**src/rtl/nand_pgm_pkg.sv**
```systemverilog
package nand_pgm_pkg;
  localparam logic [7:0] OP_SETUP  = 8'h80;
  localparam logic [7:0] OP_GO     = 8'h10;
  localparam logic [7:0] OP_STATUS = 8'h70;
  localparam int unsigned ST_RDY_BIT  = 6;
  localparam int unsigned ST_FAIL_BIT = 0;

  typedef enum logic [3:0] {
    S_IDLE, S_SETUP, S_ADDR, S_DATA, S_GO, S_BUSY, S_STCMD, S_STRD, S_REPORT
  } seq_state_e;

  typedef struct packed {
    logic ok;
    logic prog_fail;
    logic timeout;
    logic bad_len;
  } seq_result_t;
endpackage

```
**src/rtl/nand_bus_cycle.sv**
```systemverilog
module nand_bus_cycle #(
  parameter int TW = 4
) (
  input  logic          clk,
  input  logic          rst_n,
  input  logic          start,
  input  logic          start_rd,
  input  logic          start_cle,
  input  logic          start_ale,
  input  logic [7:0]    start_byte,
  input  logic [TW-1:0] lo_cyc,
  input  logic [TW-1:0] hi_cyc,
  input  logic [7:0]    io_in,
  output logic          idle,
  output logic          fin,
  output logic          we_n,
  output logic          re_n,
  output logic          cle,
  output logic          ale,
  output logic [7:0]    io_out,
  output logic          io_oe,
  output logic [7:0]    rd_byte
);
  localparam logic [TW-1:0] ONE = TW'(1);

  logic          act_q, act_d, hi_q, hi_d, rd_q, rd_d, cle_q, cle_d, ale_q, ale_d;
  logic [TW-1:0] cnt_q, cnt_d;
  logic [7:0]    byte_q, byte_d, rdb_q, rdb_d;
  logic [TW-1:0] lo_lim, hi_lim;
  logic          last_lo, last_hi;

  assign lo_lim  = (lo_cyc == '0) ? ONE : lo_cyc;
  assign hi_lim  = (hi_cyc == '0) ? ONE : hi_cyc;
  assign last_lo = act_q && !hi_q && (cnt_q == lo_lim - ONE);
  assign last_hi = act_q &&  hi_q && (cnt_q == hi_lim - ONE);

  always_comb begin
    act_d  = act_q;
    hi_d   = hi_q;
    cnt_d  = cnt_q;
    rd_d   = rd_q;
    cle_d  = cle_q;
    ale_d  = ale_q;
    byte_d = byte_q;
    rdb_d  = rdb_q;
    if (!act_q) begin
      if (start) begin
        act_d  = 1'b1;
        hi_d   = 1'b0;
        cnt_d  = '0;
        rd_d   = start_rd;
        cle_d  = start_cle;
        ale_d  = start_ale;
        byte_d = start_byte;
      end
    end else if (!hi_q) begin
      if (last_lo) begin
        hi_d  = 1'b1;
        cnt_d = '0;
        if (rd_q) rdb_d = io_in;
      end else begin
        cnt_d = cnt_q + ONE;
      end
    end else begin
      if (last_hi) begin
        act_d = 1'b0;
        hi_d  = 1'b0;
        cnt_d = '0;
        cle_d = 1'b0;
        ale_d = 1'b0;
      end else begin
        cnt_d = cnt_q + ONE;
      end
    end
  end

  always_ff @(posedge clk or negedge rst_n) begin
    if (!rst_n) begin
      act_q  <= 1'b0;
      hi_q   <= 1'b0;
      cnt_q  <= '0;
      rd_q   <= 1'b0;
      cle_q  <= 1'b0;
      ale_q  <= 1'b0;
      byte_q <= '0;
      rdb_q  <= '0;
    end else begin
      act_q  <= act_d;
      hi_q   <= hi_d;
      cnt_q  <= cnt_d;
      rd_q   <= rd_d;
      cle_q  <= cle_d;
      ale_q  <= ale_d;
      byte_q <= byte_d;
      rdb_q  <= rdb_d;
    end
  end

  assign idle    = !act_q;
  assign fin     = last_hi;
  assign we_n    = !(act_q && !hi_q && !rd_q);
  assign re_n    = !(act_q && !hi_q &&  rd_q);
  assign cle     = act_q && cle_q;
  assign ale     = act_q && ale_q;
  assign io_out  = byte_q;
  assign io_oe   = act_q && !rd_q;
  assign rd_byte = rdb_q;

  // a single strobe is active at any time
  p_one_strobe_r6: assert property (@(posedge clk) disable iff (!rst_n)
    !(!we_n && !re_n));
  // the written byte holds while the write strobe is low
  p_io_hold_r6: assert property (@(posedge clk) disable iff (!rst_n)
    (!we_n && $past(!we_n)) |-> $stable(io_out));
  // the strobe low phase never outlasts its configured width
  p_lo_bound_r6: assert property (@(posedge clk) disable iff (!rst_n)
    (act_q && !hi_q) |-> (cnt_q < lo_lim));
endmodule

```
**src/rtl/nand_busy_timer.sv**
```systemverilog
module nand_busy_timer #(
  parameter int CW = 16
) (
  input  logic          clk,
  input  logic          rst_n,
  input  logic          en,
  input  logic [CW-1:0] limit,
  output logic [CW-1:0] count,
  output logic          expired
);
  logic [CW-1:0] cnt_q, cnt_d;

  always_comb begin
    cnt_d = cnt_q;
    if (!en)                cnt_d = '0;
    else if (cnt_q != '1)   cnt_d = cnt_q + CW'(1);
  end

  always_ff @(posedge clk or negedge rst_n) begin
    if (!rst_n) cnt_q <= '0;
    else        cnt_q <= cnt_d;
  end

  assign count   = cnt_q;
  assign expired = en && (cnt_q >= limit);

  // the timer restarts from zero for every busy phase
  p_restart_r10: assert property (@(posedge clk) disable iff (!rst_n)
    !$past(en) |-> (cnt_q == '0));
endmodule

```
**src/rtl/nand_pgm_seq.sv**
```systemverilog
module nand_pgm_seq
  import nand_pgm_pkg::*;
#(
  parameter int LEN_W     = 10,
  parameter int MAX_BYTES = 528,
  parameter int TW        = 4,
  parameter int CW        = 16,
  parameter int WB_CYC    = 4
) (
  input  logic             clk,
  input  logic             rst_n,
  input  logic             req_valid,
  output logic             req_ready,
  input  logic [31:0]      req_addr,
  input  logic [LEN_W-1:0] req_len,
  input  logic [7:0]       wr_data,
  input  logic             wr_valid,
  output logic             wr_ready,
  input  logic [TW-1:0]    cfg_lo,
  input  logic [TW-1:0]    cfg_hi,
  input  logic [CW-1:0]    cfg_busy_limit,
  output logic             nf_ce_n,
  output logic             nf_cle,
  output logic             nf_ale,
  output logic             nf_we_n,
  output logic             nf_re_n,
  output logic [7:0]       nf_io_out,
  output logic             nf_io_oe,
  input  logic [7:0]       nf_io_in,
  input  logic             nf_rdy,
  output logic             done,
  output logic             pass,
  output logic             err_prog,
  output logic             err_tmo,
  output logic             err_len
);
  localparam logic [LEN_W-1:0] LEN_MAX = LEN_W'(MAX_BYTES);
  localparam logic [CW-1:0]    WB_MIN  = CW'(WB_CYC);

  seq_state_e        st_q, st_d;
  logic [1:0]        aidx_q, aidx_d;
  logic [LEN_W-1:0]  left_q, left_d;
  logic [31:0]       addr_q, addr_d;
  seq_result_t       res_q, res_d;

  logic       eng_start, eng_rd, eng_cle, eng_ale, eng_idle, eng_fin;
  logic [7:0] eng_byte, eng_rdb;
  logic [CW-1:0] bcnt;
  logic       b_exp, len_bad;

  assign len_bad = (req_len == '0) || (req_len > LEN_MAX);

  always_comb begin
    eng_start = 1'b0;
    eng_rd    = 1'b0;
    eng_cle   = 1'b0;
    eng_ale   = 1'b0;
    eng_byte  = '0;
    unique case (st_q)
      S_SETUP: begin eng_start = eng_idle; eng_cle = 1'b1; eng_byte = OP_SETUP; end
      S_ADDR:  begin eng_start = eng_idle; eng_ale = 1'b1; eng_byte = addr_q[8*aidx_q +: 8]; end
      S_DATA:  begin eng_start = eng_idle && wr_valid; eng_byte = wr_data; end
      S_GO:    begin eng_start = eng_idle; eng_cle = 1'b1; eng_byte = OP_GO; end
      S_STCMD: begin eng_start = eng_idle; eng_cle = 1'b1; eng_byte = OP_STATUS; end
      S_STRD:  begin eng_start = eng_idle; eng_rd  = 1'b1; end
      default: ;
    endcase
  end

  always_comb begin
    st_d   = st_q;
    aidx_d = aidx_q;
    left_d = left_q;
    addr_d = addr_q;
    res_d  = res_q;
    unique case (st_q)
      S_IDLE: if (req_valid) begin
        res_d = '0;
        if (len_bad) begin
          res_d.bad_len = 1'b1;
          st_d = S_REPORT;
        end else begin
          addr_d = req_addr;
          left_d = req_len;
          aidx_d = '0;
          st_d   = S_SETUP;
        end
      end
      S_SETUP: if (eng_fin) st_d = S_ADDR;
      S_ADDR: if (eng_fin) begin
        aidx_d = aidx_q + 2'd1;
        if (aidx_q == 2'd3) st_d = S_DATA;
      end
      S_DATA: if (eng_fin) begin
        left_d = left_q - LEN_W'(1);
        if (left_q == LEN_W'(1)) st_d = S_GO;
      end
      S_GO: if (eng_fin) st_d = S_BUSY;
      S_BUSY: begin
        if (nf_rdy && (bcnt >= WB_MIN)) st_d = S_STCMD;
        else if (b_exp) begin
          res_d.timeout = 1'b1;
          st_d = S_REPORT;
        end
      end
      S_STCMD: if (eng_fin) st_d = S_STRD;
      S_STRD: if (eng_fin && eng_rdb[ST_RDY_BIT]) begin
        res_d.prog_fail = eng_rdb[ST_FAIL_BIT];
        res_d.ok        = !eng_rdb[ST_FAIL_BIT];
        st_d = S_REPORT;
      end
      S_REPORT: st_d = S_IDLE;
      default:  st_d = S_IDLE;
    endcase
  end

  always_ff @(posedge clk or negedge rst_n) begin
    if (!rst_n) begin
      st_q   <= S_IDLE;
      aidx_q <= '0;
      left_q <= '0;
      addr_q <= '0;
      res_q  <= '0;
    end else begin
      st_q   <= st_d;
      aidx_q <= aidx_d;
      left_q <= left_d;
      addr_q <= addr_d;
      res_q  <= res_d;
    end
  end

  nand_bus_cycle #(.TW(TW)) u_cyc (
    .clk(clk), .rst_n(rst_n), .start(eng_start), .start_rd(eng_rd),
    .start_cle(eng_cle), .start_ale(eng_ale), .start_byte(eng_byte),
    .lo_cyc(cfg_lo), .hi_cyc(cfg_hi), .io_in(nf_io_in),
    .idle(eng_idle), .fin(eng_fin), .we_n(nf_we_n), .re_n(nf_re_n),
    .cle(nf_cle), .ale(nf_ale), .io_out(nf_io_out), .io_oe(nf_io_oe),
    .rd_byte(eng_rdb)
  );

  nand_busy_timer #(.CW(CW)) u_tmr (
    .clk(clk), .rst_n(rst_n), .en(st_q == S_BUSY), .limit(cfg_busy_limit),
    .count(bcnt), .expired(b_exp)
  );

  assign req_ready = (st_q == S_IDLE);
  assign wr_ready  = (st_q == S_DATA) && eng_idle;
  assign nf_ce_n   = (st_q == S_IDLE) || (st_q == S_REPORT);
  assign done      = (st_q == S_REPORT);
  assign pass      = done && res_q.ok;
  assign err_prog  = done && res_q.prog_fail;
  assign err_tmo   = done && res_q.timeout;
  assign err_len   = done && res_q.bad_len;

  // an illegal count is answered at once with no strobe
  p_reject_r1: assert property (@(posedge clk) disable iff (!rst_n)
    (req_valid && req_ready && len_bad) |=> (done && err_len && nf_we_n && nf_ce_n));
  // stream bytes are only taken with both latch enables low
  p_stream_r4: assert property (@(posedge clk) disable iff (!rst_n)
    wr_ready |-> (!nf_cle && !nf_ale && !nf_ce_n));
  // silence on the bus while the device is busy
  p_quiet_busy_r7: assert property (@(posedge clk) disable iff (!rst_n)
    (st_q == S_BUSY) |-> (nf_we_n && nf_re_n));
  // one-cycle done followed by idle
  p_done_pulse_r11: assert property (@(posedge clk) disable iff (!rst_n)
    done |=> (!done && req_ready));
  // exactly one verdict with done
  p_one_verdict_r11: assert property (@(posedge clk) disable iff (!rst_n)
    done |-> ($countones({pass, err_prog, err_tmo, err_len}) == 1));
endmodule

```
**config.mk**
```make
export PLATFORM = sky130hd
export DESIGN_NAME = nand_pgm_seq
export DESIGN_NICKNAME = d
export VERILOG_FILES = /design/src/rtl/nand_pgm_pkg.sv /design/src/rtl/nand_bus_cycle.sv /design/src/rtl/nand_busy_timer.sv /design/src/rtl/nand_pgm_seq.sv
export SDC_FILE = /design/constraint.sdc
export NUM_CORES = 1
export LEC_CHECK = 0
export ABC_AREA = 1
export BUFFER_PORTS_ARGS = -buffer_cell sky130_fd_sc_hd__buf_2
export CAP_MARGIN = 20
export CORE_MARGIN = 3
export CORE_UTILIZATION = 57
export DETAILED_ROUTE_END_ITERATION = 10
export PLACE_DENSITY = 0.9
export SETUP_SLACK_MARGIN = 0.15
export SLEW_MARGIN = 20
export SYNTH_ARGS = -nofsm -noshare
export SYNTH_HDL_FRONTEND = slang
export SYNTH_HIERARCHICAL = 1
export SYNTH_SLANG_ARGS = --single-unit
```
**constraint.sdc**
```tcl
create_clock -name clk -period 2.2 [get_ports clk]
set_clock_uncertainty 0.05 [all_clocks]
set_input_delay 0.22 -clock clk [delete_from_list [all_inputs] [get_ports clk]]
set_output_delay 0.22 -clock clk [all_outputs]
set_load 0.1 [all_outputs]
```
==> results.cfg <==
[status]
status = complete, no violations

[global_routing]
grt_pass1_vias = 5289
antenna_found_initial = 0
grt_use_total_pct = 25.9
overflow = 0
grt_pass1_wl_mm = 23.8
grt_max_degree = 59

[route]
drt-wirelength-per-cell_um = 15.7
wl_mm = 16.7
first_pass_iters = 8
viasPerCell = 5.76
ant_nets = 0
dr_total_vias = 6144
drtIter0Drc = 662
drc = 0

[placed_design]
placed_cell_area_mm2 = 0.00641
place_hpwl_mm = 10.2
place_congestion = 0.936
port_buffers = 101

[synth]
synth_warnings = 6
syn-num-nets = 911
synthesis.instances = 803
postSynthAreaPerCell_um2 = 7.09
syn_area_mm2 = 0.00570

[critical_path]
cp-startpoint = st_q[3]
critPathMaxStageDelay_ns = 0.48
critical_path_peak_fanout = 4
cp.required_ns = 2.40
slowest_stage = dfrtp_1
crit_chain = inv_1 -> nand2_1 -> nor2_2 -> inv_1 -> a41oi_2 -> nand2_1 -> buf_4 -> nand2_1 -> inv_1 -> nand2_1 -> nand2_1
worstPathArrival_ns = 2.31
crit_type = reg -> reg
regToRegStartpoint = st_q[3]
worstSetupStartpointType = flop
cpMostUsedCell = nand2_1
cp-end-kind = flop

[hold_path]
min_path_type = in -> reg
hold_start = req_addr[31]

[sta]
slew_headroom_pct = 49.4
hold_violations = 0
fin_crit_sh_pct = 95.5
whs_ns = 0.0263
slew_viol_final = 0
finalSetupViolCount = 0
tightest_slew_ns = 0.759
post-route-min-period_ns = 2.10
fmax_mhz = 476
rsz0062_at_grt = yes
fin_setup_tns_ns = 0

[cells_and_area]
multiInputGateArea_mm2 = 0.00327
drive_gt1_share_pct = 27.0
design_area_mm2 = 0.00714
finalNetCount = 1041
area.sequential_mm2 = 0.00219
antennaDiodeCount = 0
fillers = 691
syn2layout_area_growth_pct = 25.3

[clocking]
path_clk_slew_ns = 0.10
cts-root-buf = clkbuf_8
insertion_delay_ns = 0.37
cts_buffers = 9
clkSinkCount = 87
tritoncts = yes
cts_buffer_depth = 2
h-tree-depth = 3

[floorplan]
core_mm2 = 0.00946
io_pins = 108
die_area_mm2 = 0.0112
fp-row-count = 35
start_util_pct = 60.2
die_y_um = 106
die_x_um = 106

[power_and_ir_drop]
peakVddDrop_v = 0.000943
power_density_mw_per_mm2 = 1230
p_leak_uw = 0.00389

[flow_run]
drv_cap = 0
[routing by layer]
metal,track usage [%],vias up,share of wire [%]
met5,0,-,0
met4,10.9,0,5.6
met3,3.95,119,8.6
met2,42.6,395,47
met1,34.2,2797,39
li1,-,2833,-
[state kept, by name, indices dropped and copies added (netlist names)]
signal and flops:
addr_q 32, u_cyc/hi_q 1, u_tmr/count 16, u_cyc/cle_q 1
u_cyc/io_out 8, st_q 4, u_cyc/rd_byte 2, u_cyc/ale_q 1
left_q 10, u_cyc/act_q 1, aidx_q 2, u_cyc/rd_q 1
u_cyc/cnt_q 4, res_q 4
[power by group]
part	switching (uW)	internal, uW	total [uW]
logic	3300	1430	4720
clock network	634	769	1400
registers	499	2160	2660
total	4430	4360	8790
[timing repair]
action,in CTS,in global routing
setup buffers,2,22
resized for setup,18,51
endpoints found under the setup margin,18,32
pin swaps,1,19
hold buffers,1,0
endpoints found under the hold margin,57,0
cloned,0,2
[metrics by stage]
step	setup WS, ns	total power (uW)	cells	util (%)
after floorplan	0.00326	5850	803	-
after global routing	0.0199	9360	1067	75.5
after global placement	0.182	6570	1024	67.8
final	0.0981	8790	1067	75.5
after CTS	0.108	8180	1043	71.2
after detailed placement	0.144	6700	1024	67.8
[critical path, delay by kind of cell, from the launching register on]
| family | cells | cell delay [ns] |
|---|---|---|
| buffers and inverters | 4 | 0.50 |
| AO/OA/AOI/OAI | 1 | 0.25 |
| AND/OR/NAND/NOR | 6 | 0.72 |
| flip-flops | 1 | 0.48 |
[worst paths after layout]
check	to	slack [ns]	depth (start not counted)
setup / recovery	u_cyc/cle_q	0.1	11
hold / removal	addr_q[31]	0.03	3
setup reg to reg	u_cyc/cle_q	0.1	11
hold reg to reg	addr_q[16]	0.43	2
max in group asynchronous	addr_q[5]	1.07	3
min in group asynchronous	u_tmr/count[6]	0.42	2
[layout make-up]
type / instances / area share [%]
flip-flops and latches: 87 / 30.7
clock buffers: 9 / 1.74
clock inverters: 7 / 1.75
inverters: 88 / 4.85
repair buffers: 142 / 12.9
well taps: 129 / 2.26
multi-input cells: 605 / 45.8
[cell usage in the layout (no fill, tap or decap), drive strengths merged, types with 10 or more instances in the layout]
cell,count
a21oi,21
buf,140
clkbuf,10
dfrtp,87
ha,21
inv,89
nand2,272
nand3,88
nor2,101
o21ai,50
Power figures use the tool's default switching activity.
